### src/rtl/seg_drv_pkg.sv
// Package: shared types for the serial segment driver.
// Assumes nothing beyond IEEE 1800-2017.
package seg_drv_pkg;

    // Serial control inputs after synchronization, packed for the sync chain.
    typedef struct packed {
        logic sclk;
        logic sdat;
        logic ld_n;
    } ser_ctl_t;

    // Level that the synchronizer shows during reset: clock low, data 0, load inactive.
    localparam ser_ctl_t SER_CTL_IDLE = '{sclk: 1'b0, sdat: 1'b0, ld_n: 1'b1};

endpackage

### src/rtl/sdrv_sync.sv
// Module: multi-stage synchronizer for a packed group of asynchronous inputs.
// Assumes each input is stable long enough to be sampled in at least one clock.
module sdrv_sync
    import seg_drv_pkg::*;
#(
    parameter int STAGES = 2
) (
    input  logic     clk,
    input  logic     rst_n,
    input  ser_ctl_t d,
    output ser_ctl_t q
);
    localparam int LAST = STAGES - 1;

    ser_ctl_t st [STAGES];

    // First stage: capture the raw asynchronous levels.
    always_ff @(posedge clk) begin
        if (!rst_n) st[0] <= SER_CTL_IDLE;
        else        st[0] <= d;
    end

    // Further stages: give metastability time to resolve.
    for (genvar k = 1; k < STAGES; k++) begin : g_stage
        always_ff @(posedge clk) begin
            if (!rst_n) st[k] <= SER_CTL_IDLE;
            else        st[k] <= st[k-1];
        end
    end

    assign q = st[LAST];
endmodule

### src/rtl/sdrv_edge.sv
// Module: rising and falling edge detector for the synchronized serial clock.
// Assumes the input is already synchronous to clk.
module sdrv_edge (
    input  logic clk,
    input  logic rst_n,
    input  logic lvl,
    output logic rise,
    output logic fall
);
    logic prev;

    // Remember the previous level to find transitions.
    always_ff @(posedge clk) begin
        if (!rst_n) prev <= 1'b0;
        else        prev <= lvl;
    end

    assign rise = lvl & ~prev;
    assign fall = ~lvl & prev;
endmodule

### src/rtl/sdrv_shifter.sv
// Module: N-stage shift register with a cascade output updated on the falling edge.
// Assumes one-cycle rise/fall strobes that never arrive in the same clock.
module sdrv_shifter #(
    parameter int N = 16
) (
    input  logic         clk,
    input  logic         rst_n,
    input  logic         rise,
    input  logic         fall,
    input  logic         sdat,
    output logic [N-1:0] stages,
    output logic         sout
);
    localparam int TOP = N - 1;

    // Advance the chain by one stage on each detected rising edge.
    always_ff @(posedge clk) begin
        if (!rst_n)    stages <= '0;
        else if (rise) stages <= {stages[TOP-1:0], sdat};
    end

    // Present the last stage downstream only after the falling edge.
    always_ff @(posedge clk) begin
        if (!rst_n)    sout <= 1'b0;
        else if (fall) sout <= stages[TOP];
    end
endmodule

### src/rtl/sdrv_hold.sv
// Module: holding register, transparent while the active-low load is low.
// Assumes the load control is synchronous to clk.
module sdrv_hold #(
    parameter int N = 16
) (
    input  logic         clk,
    input  logic         rst_n,
    input  logic         ld_n,
    input  logic [N-1:0] d,
    output logic [N-1:0] q
);
    // Follow the shift register while load is low, keep the value otherwise.
    always_ff @(posedge clk) begin
        if (!rst_n)     q <= '0;
        else if (!ld_n) q <= d;
    end
endmodule

### src/rtl/seg_serial_driver.sv
// Module: serial-in, latched, polarity-controlled segment driver logic (top).
// Assumes ser_clk half periods span several clk cycles, and ser_in is stable
// around each rising edge of ser_clk. pol acts combinationally on the outputs.
module seg_serial_driver
    import seg_drv_pkg::*;
#(
    parameter int N           = 16,
    parameter int SYNC_STAGES = 2
) (
    input  logic         clk,
    input  logic         rst_n,
    input  logic         ser_clk,
    input  logic         ser_in,
    input  logic         load_n,
    input  logic         pol,
    output logic         ser_out,
    output logic [N-1:0] seg_out,
    output logic         bp_out
);
    ser_ctl_t     raw_ctl;
    ser_ctl_t     sync_ctl;
    logic         sclk_s;
    logic         sdat_s;
    logic         ldn_s;
    logic         rise;
    logic         fall;
    logic [N-1:0] sr_q;
    logic [N-1:0] lat_q;

    // Group the asynchronous controls for one synchronizer.
    always_comb begin
        raw_ctl.sclk = ser_clk;
        raw_ctl.sdat = ser_in;
        raw_ctl.ld_n = load_n;
    end

    sdrv_sync #(.STAGES(SYNC_STAGES)) u_sync (
        .clk   (clk),
        .rst_n (rst_n),
        .d     (raw_ctl),
        .q     (sync_ctl)
    );

    assign sclk_s = sync_ctl.sclk;
    assign sdat_s = sync_ctl.sdat;
    assign ldn_s  = sync_ctl.ld_n;

    sdrv_edge u_edge (
        .clk   (clk),
        .rst_n (rst_n),
        .lvl   (sclk_s),
        .rise  (rise),
        .fall  (fall)
    );

    sdrv_shifter #(.N(N)) u_shift (
        .clk    (clk),
        .rst_n  (rst_n),
        .rise   (rise),
        .fall   (fall),
        .sdat   (sdat_s),
        .stages (sr_q),
        .sout   (ser_out)
    );

    sdrv_hold #(.N(N)) u_hold (
        .clk   (clk),
        .rst_n (rst_n),
        .ld_n  (ldn_s),
        .d     (sr_q),
        .q     (lat_q)
    );

    // Apply the global polarity to segments and drive the backplane opposite.
    always_comb begin
        seg_out = pol ? lat_q : ~lat_q;
        bp_out  = ~pol;
    end
endmodule

### config.mk
export PLATFORM = sky130hd
export DESIGN_NAME = seg_serial_driver
export DESIGN_NICKNAME = d
export VERILOG_FILES = /design/src/rtl/seg_drv_pkg.sv /design/src/rtl/sdrv_sync.sv /design/src/rtl/sdrv_edge.sv /design/src/rtl/sdrv_shifter.sv /design/src/rtl/sdrv_hold.sv /design/src/rtl/seg_serial_driver.sv
export SDC_FILE = /design/constraint.sdc
export NUM_CORES = 1
export LEC_CHECK = 0
export ABC_AREA = 1
export BUFFER_PORTS_ARGS = -buffer_cell sky130_fd_sc_hd__buf_2
export CORE_MARGIN = 2
export CORE_UTILIZATION = 50
export DETAILED_ROUTE_END_ITERATION = 8
export PLACE_DENSITY = 0.74
export SYNTH_ARGS = -nofsm -noshare
export SYNTH_HDL_FRONTEND = slang
export SYNTH_SLANG_ARGS = --single-unit
### constraint.sdc
create_clock -name clk -period 0.9 [get_ports clk]
set_input_delay 0.045 -clock clk [delete_from_list [all_inputs] [get_ports clk]]
set_output_delay 0.045 -clock clk [all_outputs]
set_load 0.05 [all_outputs]
Word-level counts from Yosys, hierarchy flattened

Memories as Yosys holds them, arrays and structs flattened.
Cells that the tools add are included.

Register bits: 34
Memory bits (writable): 6
Input bits: 6
Output and inout port bits: 18
Word-level logic and storage cells: 18
Memories kept: 1

Memory list:

| name      | depth | bits a word | read ports | clocked after Yosys merged registers in | write ports | line            | source |
|---|---|---|---|---|---|---|---|
| u_sync.st | 2     | 3           | 2          | 0                                       | 2           | sdrv_sync.sv:15 | `ser_ctl_t st [STAGES];` |

Muxes and demuxes: 5
Bitwise operators: 8

Operator list:

| cell               | number |
|---|---|
| two-way mux 16 bit | 1 |
| inverter 16 bit    | 1 |
| two-way mux 3 bit  | 2 |
| inverter 1 bit     | 3 |
| bitwise AND 1 bit  | 2 |
| two-way mux 1 bit  | 2 |
| OR 1 bit           | 2 |

Depth between registers and ports, before layout

Gate-level depths: netlist of the first run.

Word-level depth: 2
Gate-level depth with buffers: 6

Cells and area by module

A second synthesis of the first run with hierarchy kept.

Cell total of the unflattened synthesis: 301
Area, all modules: 1891.8 um^2

Modules (own cells, without submodules):

| module            | times used | cells an instance | area each (um^2) |
|---|---|---|---|
| sdrv_shifter      | 1          | 107               | 708.2 |
| sdrv_hold         | 1          | 101               | 674.4 |
| seg_serial_driver | 1          | 68                | 299.0 |
| sdrv_sync         | 1          | 18                | 165.2 |
| sdrv_edge         | 1          | 7                 | 45.0 |

Worst setup path after synthesis of the first run

Ideal clock, no wire load.

Kind: input-to-output
Start point: input pol
End point: output seg_out[1]
Arrival time: 1.241 ns
Required time: 0.855 ns
Setup slack: -0.386 ns
Stages: 3
Buffers on the path: 2
Cells stage by stage: buf_2 buf_4 xnor2_1

Word-level cells in the longest chain between the ends: 1

Ends and longest elaborated chain:

| what               | line                    | source |
|---|---|---|
| from (decl)        | seg_serial_driver.sv:15 | `input logic pol,` |
| two-way mux 16 bit | seg_serial_driver.sv:76 | `seg_out = pol ? lat_q : ~lat_q;` |
| to (decl)          | seg_serial_driver.sv:17 | `output logic [N-1:0] seg_out,` |

No other way between the ends.

Worst setup path after layout of the first run

Start point: register u_hold.q[3]
End point: output seg_out[3]

Word-level cells in the longest chain between the ends: 2

Ends and longest elaborated chain:

| what                   | line                    | source |
|---|---|---|
| from (decl)            | sdrv_hold.sv:10         | `output logic [N-1:0] q` |
| from (signal assigned) | sdrv_hold.sv:14         | `if (!rst_n) q <= '0;` |
| from (signal assigned) | sdrv_hold.sv:15         | `else if (!ld_n) q <= d;` |
| inverter 16 bit        | seg_serial_driver.sv:76 |  |
| two-way mux 16 bit (*) | seg_serial_driver.sv:76 |  |

Mark *: on every way between the ends. The rest lies on a longest branch, timed or not.

==> results.toml, run 1 <==
[routing]
vias = 1387
drtAntennaViolNets = 0
drt_first_pass_iters = 6
wl_per_cell_um = 10.59
routed_wl_um = 3134
drt-initial-drc-count = 23
drc_errors = 0
routed_via_density = 4.686

[timing]
finalMaxSlewViolations = 0
rsz0062_at_grt = "true"
finalSetupViolCount = 27
worst_slew_pin_slew_ps = 247.1
fin_ws_ps = -194.4
timing.hold.ws_ps = 412.1
finalCritPeriodShare_pct = 121.6
finalCriticalPeriod_ps = 1094
fmax_mhz = 913.7
relSlewSlack_pct = 83.64
hold_viol_final = 0
skew_ps = 9.084

[synthesis]
ys_ff_latch = 40
synth_edf_count = 0
synth_area_um2 = 1642
synth_warnings = 0
postSynthAreaPerCell_um2 = 7.496
yosys.area_share.simple_pct = 26.52
syn_inst = 219
synth_ff_type = "dfxtp_1"
synthAdderAreaFrac_pct = 0
ys_async_sr_fraction_pct = 0
yosys-top-cells-area = "dfxtp_1 49%, nor2_1 15%, xnor2_1 8.5%"
synth_compound_area_share_pct = 5.183
synth.most_common_cell = "nor2_1"
synthTopCellsByCount = "65 x nor2_1, 40 x dfxtp_1, 25 x inv_1"
synth_xor_area_share_pct = 8.537
synthMuxAreaShare_pct = 0
syn_nets = 225
yosys.area.top_type = "dfxtp_1"
synth_top_family_by_area = "simple AND/OR/NAND/NOR gates"
synth.top_cell.area_share_pct = 48.78
ys_seq_area_share_pct = 48.78
ys_types = 16

[clock_tree]
cts_buffer_depth = 2
cts_buffers = 5
clk_pin_slew_ps = 110
cts_tree = "done"
cts.sinks = 40
post_cts_buffers = 0
cts-htree-levels = 2
clock_latency_ps = 340
cts_root_buf = "clkbuf_4"

[setup_path]
slowest_stage = "dfxtp_4"
cp-start-kind = "flop"
rrSetupSlack_ps = -30
crit_family = "flip-flops"
critical-path-max-stage-delay_ps = 380
crit_cells = 2
arrival_ps = 1050
critPathCaptureType = "output port"
path_max_fanout = 2
crit_buf_inv = 1
crit_chain = "xnor2_4, buf_6"
crit_path_end = "seg_out[3]"
reg2reg_depth = 5
timing.rr.start = "u_sync.st[1][2]"
r2r-end = "u_shift.stages[11]"
worstPathRequired_ps = 850
critPathLaunch = "u_hold.q[3]"
timing_worst_setup_path_type = "reg -> out"

[die]
core-area_um2 = 3078
die_w_um = 61.30
die_h_um = 61.30
start_util_pct = 53.33
ios = 24
dieArea_um2 = 3758
rows = 20

[finish]
nNetsFinal = 257
final_cell_area_um2 = 2386
layout-drive-gt1-share_pct = 36.51
diodes = 0
n_fill_cell = 210
area_growth_pct = 45.35

[global_routing]
grt_pass1_vias = 1216
grt_max_degree = 28
overflow = 0
grtUsageTotal_pct = 19.31
antenna_found_initial = 0
grt_pass1_wl_um = 5271

[place]
hpwl_um = 1972
gp_congestion = 0.7533
dpl_worst_slack_ps = 3.918
dpl_cell_area_um2 = 2064
numPortBuffers = 23

[flow_run]
drv_cap = 0

[power_and_ir_drop]
p_leak_nw = 1.006
peakVddDrop_mv = 1.087
p_per_area_nw_per_um2 = 1605

[hold_path]
min_path_type = "in -> reg"
min_path_cells = 4

[run_status]
violations = "negative setup slack"
status = "finished, violations left"
-- metal layers --
metal | GRT usage [%] | share of wire, % | up-vias
li1 | - | - | 732
met1 | 23.77 | 46 | 615
met2 | 31.00 | 49 | 33
met3 | 4.832 | 3.6 | 7
met4 | 10.56 | 1.8 | 0
met5 | 0 | 0 | -
-- power by group --
part | total, mW | leakage, nW | switching [mW] | internal, mW
Combinational | 0.963 | 0.630 | 0.540 | 0.423
Sequential | 1.93 | 0.338 | 0.0860 | 1.85
Clock | 0.932 | 0.0380 | 0.560 | 0.372
-- worst min path at each step --
stage,startpoint,endpoint,slack [ps]
after CTS,ser_in,u_sync.st[0][1],400
final,ser_clk,u_sync.st[0][2],410
after floorplan,ser_in,u_sync.st[0][1],140
after global placement,ser_clk,u_sync.st[0][2],230
after detailed placement,ser_in,u_sync.st[0][1],230
after global routing,ser_in,u_sync.st[0][1],400
-- per-stage QoR --
| stage | power (mW) | util, % | TNS [ps] | std cells |
|---|---|---|---|---|
| 2_1_floorplan | 2.626 | - | -734.5 | 219 |
| 3_3_place_gp | 2.772 | 67.07 | 0 | 283 |
| 3_5_place_dp | 2.787 | 67.07 | 0 | 283 |
| 4_1_cts | 3.827 | 75.16 | -2705 | 295 |
| 5_1_grt | 4.028 | 77.52 | -4497 | 296 |
| 6_report | 3.830 | 77.52 | -2652 | 296 |
-- layout make-up --
type	count	area, um^2	share of cell area, %
inverters	27	108.9	4.562
repair buffers	37	404.1	16.94
clock buffers	6	51.30	2.150
flip-flops and latches	40	848.3	35.55
multi-input cells	140	908.4	38.07
well taps	44	55.05	2.307
clock inverters	2	10.01	0.4195
-- placed cells by master, fill, tap and decap left out, drive strengths merged --
cell type / n
clkinv: 2
a21oi: 1
o21ai: 16
nand3: 17
xnor2: 16
dfxtp: 40
inv: 27
clkbuf: 7
buf: 32
nor2: 66
dlygate4sd3: 4
or2: 2
nand2: 22
-- sequential cells by signal, indices dropped and copies added, names as in the netlist --
register and cells:
u_hold.q 16, u_shift.sout 1, u_sync.st 6, u_shift.stages 16, u_edge.prev 1
-- timing repair --
action | 4_1_cts | 5_1_grt
hold buffers | 4 | 0
cloned | 0 | 1
hold endpoints to repair | 4 | 0
setup endpoints to repair | 19 | 48
pin swaps | 15 | 7
gates resized for setup | 60 | 23
-- worst register-to-register path, delay by kind of cell, from the launching register on --
kind	cells	cell delay [ps]
buf+inv	2	220
flops	1	380
simple gates	3	280
-- logic make-up (layout without fill, tap and decap cells) --
| logic type | after synthesis | in the layout |
|---|---|---|
| compound gates | 17 | 17 |
| xor+xnor | 16 | 16 |
| buf+inv | 39 | 72 |
| flops | 40 | 40 |
| simple gates | 107 | 107 |
Note: power is estimated with default switching activity, not from simulation.
==> run 2: changes to the inputs <==
--- a/config.mk
+++ b/config.mk
@@ -5,12 +5,12 @@
 export SDC_FILE = /design/constraint.sdc
 export NUM_CORES = 1
 export LEC_CHECK = 0
-export ABC_AREA = 1
 export BUFFER_PORTS_ARGS = -buffer_cell sky130_fd_sc_hd__buf_2
 export CORE_MARGIN = 2
-export CORE_UTILIZATION = 50
+export CORE_UTILIZATION = 52
+export CTS_BUF_LIST = sky130_fd_sc_hd__clkbuf_8
 export DETAILED_ROUTE_END_ITERATION = 8
-export PLACE_DENSITY = 0.74
+export PLACE_DENSITY = 0.77
 export SYNTH_ARGS = -nofsm -noshare
 export SYNTH_HDL_FRONTEND = slang
 export SYNTH_SLANG_ARGS = --single-unit
==> results.toml, run 2 <==
[run_status]
status = "finished, violations left"
violations = "negative setup slack"

[routing]
drtAntennaViolNets = 0
drt-initial-drc-count = 16
vias = 1044
wl_per_cell_um = 13.98
drt_first_pass_iters = 3
routed_via_density = 5.019
routed_wl_um = 2907
drc_errors = 0

[timing]
relSlewSlack_pct = 83.68
finalCriticalPeriod_ps = 1016
finalSetupViolCount = 37
setup-tns-final_ps = -2036
worst_slew_pin_slew_ps = 246.5
fmax_mhz = 983.8
finalMaxSlewViolations = 0
finalCritPeriodShare_pct = 112.9
fin_ws_ps = -116.4
hold_viol_final = 0
rsz0062_at_grt = "true"
skew_ps = 6.904

[place]
numPortBuffers = 23
gp_congestion = 0.7062
placed_cells = 196
dpl_worst_slack_ps = -32.00
hpwl_um = 1777

[finish]
final_cells = 208
area_growth_pct = 43.50
diodes = 0
layout_top_registers = "u_hold.q x16, u_shift.stages x16, u_sync.st x6"
final_cell_mix = "31 x mux2i_1, 22 x dfxtp_1, 18 x nand2_1"
final_core_util_pct = 76.93
nNetsFinal = 180
final_common_cell = "mux2i_1"
layout-drive-gt1-share_pct = 44.00

[clock_tree]
cts-htree-levels = 2
cts_root_buf = "clkbuf_8"
cts.sinks = 40
clock_latency_ps = 290
clk_pin_slew_ps = 70
post_cts_buffers = 0
cts_buffer_depth = 2
cts_buffers = 5
cts_tree = "done"

[synthesis]
postSynthAreaPerCell_um2 = 11.16
syn_inst = 143
yosys-top-cells-area = "dfxtp_1 50%, mux2i_1 21%, xnor2_1 8.8%"
synth_warnings = 0
ys_ff_latch = 40
syn_nets = 149
ys_async_sr_fraction_pct = 0
ys_types = 16
synthTopCellsByCount = "40 x dfxtp_1, 33 x mux2i_1, 18 x nand2_1"
yosys.area.top_type = "dfxtp_1"
synth_edf_count = 0
synth.most_common_cell = "dfxtp_1"
synth_ff_type = "dfxtp_1"
synth_area_um2 = 1597
ys_seq_area_share_pct = 50.16
synth.top_cell.area_share_pct = 50.16

[hold_path]
min_path_type = "in -> reg"

[power_and_ir_drop]
clkPwrFrac_pct = 38.0
p_per_area_nw_per_um2 = 1610
switchingPower_mw = 0.8835
p_leak_nw = 0.9403
power_mw = 3.688
peakVddDrop_mv = 1.709
seqPwrFrac_pct = 47.9
switching_share_pct = 23.96
internal_power_mw = 2.804
comb_power_share_pct = 14.1

[global_routing]
grt.busiest_layer = "met2"
overflow = 0
grt_max_degree = 17
grtUsageTotal_pct = 19.28
grt_util_met2_pct = 30.61
grt_pass1_vias = 1023
grtUsageMet1_pct = 21.99
grt_pass1_wl_um = 4740
groute.layer.met3.usage_pct = 5.022
antenna_found_initial = 0

[setup_path]
slowest_stage = "dfxtp_2"
critPathCaptureType = "output port"
critical-path-max-stage-delay_ps = 340
worstPathRequired_ps = 850
cp-start-kind = "flop"
timing_worst_setup_path_type = "reg -> out"
path_max_fanout = 2
arrival_ps = 970
crit_chain = "xnor2_2, buf_6"

[die]
ios = 24
rows = 20
die_h_um = 59.41
die_w_um = 59.41
dieArea_um2 = 3530
core-area_um2 = 2978
start_util_pct = 53.61

[flow_run]
drv_cap = 0
-- run 2: critical path, delay by kind of cell, from the launching register on --
kind                   cells  cell delay [ps]
flip-flops                 1              340
XOR/XNOR                   1              160
buffers and inverters      1              180
-- run 2: path summary, 6_finish.rpt --
check,from,endpoint,slack [ps],cells after the start
worst max register to register,u_sync.st[1][0],u_hold.q[15],-60,3
worst max-delay path,u_hold.q[0],seg_out[0],-120,2
worst min-delay path,rst_n,u_sync.st[1][0],110,3
worst min register to register,u_sync.st[0][0],u_sync.st[1][0],410,1
-- run 2: cell type report --
cell class / instances / area, um^2
sequential: 40 / 845.8
multi-input combinational: 92 / 923.4
fill: 189 / 686.9
clock inverter: 3 / 38.79
tap: 33 / 41.29
clock buffer: 5 / 68.82
inverter: 1 / 3.754
timing repair buffer: 34 / 369.1
-- run 2: what timing repair did --
| action | in CTS | in global routing |
|---|---|---|
| pin swaps | 16 | 0 |
| gates resized for setup | 59 | 3 |
| endpoints found under the hold margin | 3 | 0 |
| cloned | 1 | 0 |
| hold buffers | 3 | 0 |
| endpoints found under the setup margin | 34 | 48 |
-- run 2: power by group through the flow --
stage	clock network (mW)	registers [mW]	logic, mW
6_report	1.40	1.77	0.519
5_1_grt	1.52	1.77	0.541
4_1_cts	1.45	1.77	0.519
3_5_place_dp	0	1.83	0.439
3_3_place_gp	0	1.83	0.435
2_1_floorplan	0	1.83	0.361
-- run 2: cell families (layout without fill, tap and decap cells) --
kind of cell	after synthesis	count (layout)	synth area share, %
xor gates and xnor gates	16	16	8.777
DFF	40	40	50.16
muxes	33	33	20.69
buffers and inverters	11	43	5.642
and+or+nand+nor	43	43	14.73
-- run 2: per-layer routing --
layer,wire (um),vias up
met5,0,-
met4,129,0
met3,96,10
met2,1494,26
met1,1187,486
li1,-,522
-- run 2: stage by stage --
stage	instance area [um^2]	hold WS, ps
after floorplan	1813	118.0
after global placement	1969	238.3
after detailed placement	1969	239.5
after CTS	2280	103.0
after global routing	2291	121.6
final	2291	114.6
==> run 3: changes to the inputs <==
--- a/config.mk
+++ b/config.mk
@@ -5,12 +5,12 @@
 export SDC_FILE = /design/constraint.sdc
 export NUM_CORES = 1
 export LEC_CHECK = 0
-export BUFFER_PORTS_ARGS = -buffer_cell sky130_fd_sc_hd__buf_2
 export CORE_MARGIN = 2
-export CORE_UTILIZATION = 52
+export CORE_UTILIZATION = 58
 export CTS_BUF_LIST = sky130_fd_sc_hd__clkbuf_8
 export DETAILED_ROUTE_END_ITERATION = 8
-export PLACE_DENSITY = 0.77
+export DONT_BUFFER_PORTS = 1
+export PLACE_DENSITY = 0.76
 export SYNTH_ARGS = -nofsm -noshare
 export SYNTH_HDL_FRONTEND = slang
 export SYNTH_SLANG_ARGS = --single-unit
==> results.toml, run 3 (synthesis gave the netlist of run 2 again) <==
[place]
dpl_worst_slack_ps = -43.56
hpwl_um = 1871
dpl_cell_area_um2 = 2137
gp_congestion = 0.7123
numPortBuffers = 0

[timing]
finalCriticalPeriod_ps = 1035
setup-tns-final_ps = -3293
worst_slew_pin_slew_ps = 419.6
finalCritPeriodShare_pct = 115.0
finalMaxSlewViolations = 0
timing.hold.ws_ps = -155.8
hold_viol_final = 37
finalSetupViolCount = 44
skew_ps = 8.193
fmax_mhz = 966.2
rsz0062_at_grt = "true"
relSlewSlack_pct = 72.00
fin_ws_ps = -135.0

[finish]
final_cell_mix = "30 x mux2i_1, 21 x dfxtp_1, 18 x nand2_1, 18 x buf_12, 16 x nor2b_1"
diodes = 0
nNetsFinal = 172
final_common_cell = "mux2i_1"
layout_top_registers = "u_hold.q x16, u_shift.stages x16, u_sync.st x6"
layout-drive-gt1-share_pct = 43.11
final_core_util_pct = 90.08
area_growth_pct = 51.57
final_cell_area_um2 = 2420

[setup_path]
arrival_ps = 990
critical-path-max-stage-delay_ps = 350
crit_chain = "xnor2_2, buf_12"
path_max_fanout = 2
timing_worst_setup_path_type = "reg -> out"
slowest_stage = "dfxtp_2"
critPathCaptureType = "output port"
cp-start-kind = "flop"
worstPathRequired_ps = 850

[die]
ios = 24
core-area_um2 = 2686
die_h_um = 56.47
die_w_um = 56.47
start_util_pct = 59.43
dieArea_um2 = 3188
rows = 19

[clock_tree]
cts_root_buf = "clkbuf_8"
clock_latency_ps = 300
cts_tree = "done"
cts_buffers = 5
cts-htree-levels = 2
cts.sinks = 40
cts_buffer_depth = 2
clk_pin_slew_ps = 70
cts_hold_buf = 3

[global_routing]
grt_max_degree = 42
grt_pass1_wl_um = 5464
antenna_found_initial = 0
overflow = 0
grt_pass1_vias = 1120
grtUsageTotal_pct = 23.36

[hold_path]
min_path_type = "in -> reg"

[run_status]
violations = "negative hold slack, negative setup slack"
status = "finished, violations left"

[power_and_ir_drop]
p_leak_nw = 0.9630
peakVddDrop_mv = 1.760
p_per_area_nw_per_um2 = 1608

[routing]
routed_wl_um = 3316
routed_via_density = 5.369
drtAntennaViolNets = 0
drt_first_pass_iters = 4
drt-initial-drc-count = 26
wl_per_cell_um = 16.75
vias = 1063
drc_errors = 0

[flow_run]
drv_cap = 0
-- run 3: cell count changes in the layout (fill, tap and decap cells not counted), sizes merged --
cell	before	now
buf	31	23
clkinv	1	0
clkbuf	5	7
inv	2	1
-- run 3: path summary, 6_finish.rpt --
path / start / endpoint / slack (ps) / cells after the start
setup / recovery: u_hold.q[12] / seg_out[12] / -140 / 2
hold / removal: rst_n / u_sync.st[1][0] / -160 / 1
setup reg to reg: u_sync.st[1][2] / u_shift.stages[12] / -90 / 3
hold reg to reg: u_sync.st[1][1] / u_shift.stages[0] / 460 / 2
-- run 3: stage by stage --
step                      instances  power (mW)
final                           198       3.890
after global routing            198       3.985
after CTS                       198       3.883
after detailed placement        184       2.318
after global placement          184       2.313
after floorplan                 143       2.190
-- run 3: power by group --
group,switching [mW],internal [mW],leakage (nW)
registers,0.0109,1.76,0.335
clock network,0.626,0.979,0.0645
logic,0.230,0.288,0.563
-- run 3: critical path, delay by kind of cell (launching register included) --
family / cells / cell delay, ps
DFF: 1 / 350
xor gates and xnor gates: 1 / 190
buffers and inverters: 1 / 170
-- run 3: routing by layer --
layer  share of wire, %  track usage [%]  vias to the layer above
met2                 50            39.04                       30
li1                   -                -                      504
met1                 43            27.19                      518
met3                4.2            6.912                       11
met4                2.9            11.22                        0
met5                  0                0                        -
-- run 3: area by class of cell --
| cell class | count | area, um^2 |
|---|---|---|
| Inverter | 1 | 3.754 |
| Clock inverter | 1 | 30.03 |
| Sequential cell | 40 | 847.1 |
| Tap cell | 31 | 38.79 |
| Clock buffer | 7 | 96.34 |
| Timing Repair Buffer | 26 | 459.2 |
| Fill cell | 103 | 266.5 |
| Multi-Input combinational cell | 92 | 944.7 |
-- run 3: timing repair --
item,4_1_cts,5_1_grt
endpoints found under the setup margin,37,49
gates resized for setup,28,7
cloned,1,0
setup buffers,2,0
pin swaps,16,0
endpoints found under the hold margin,40,37
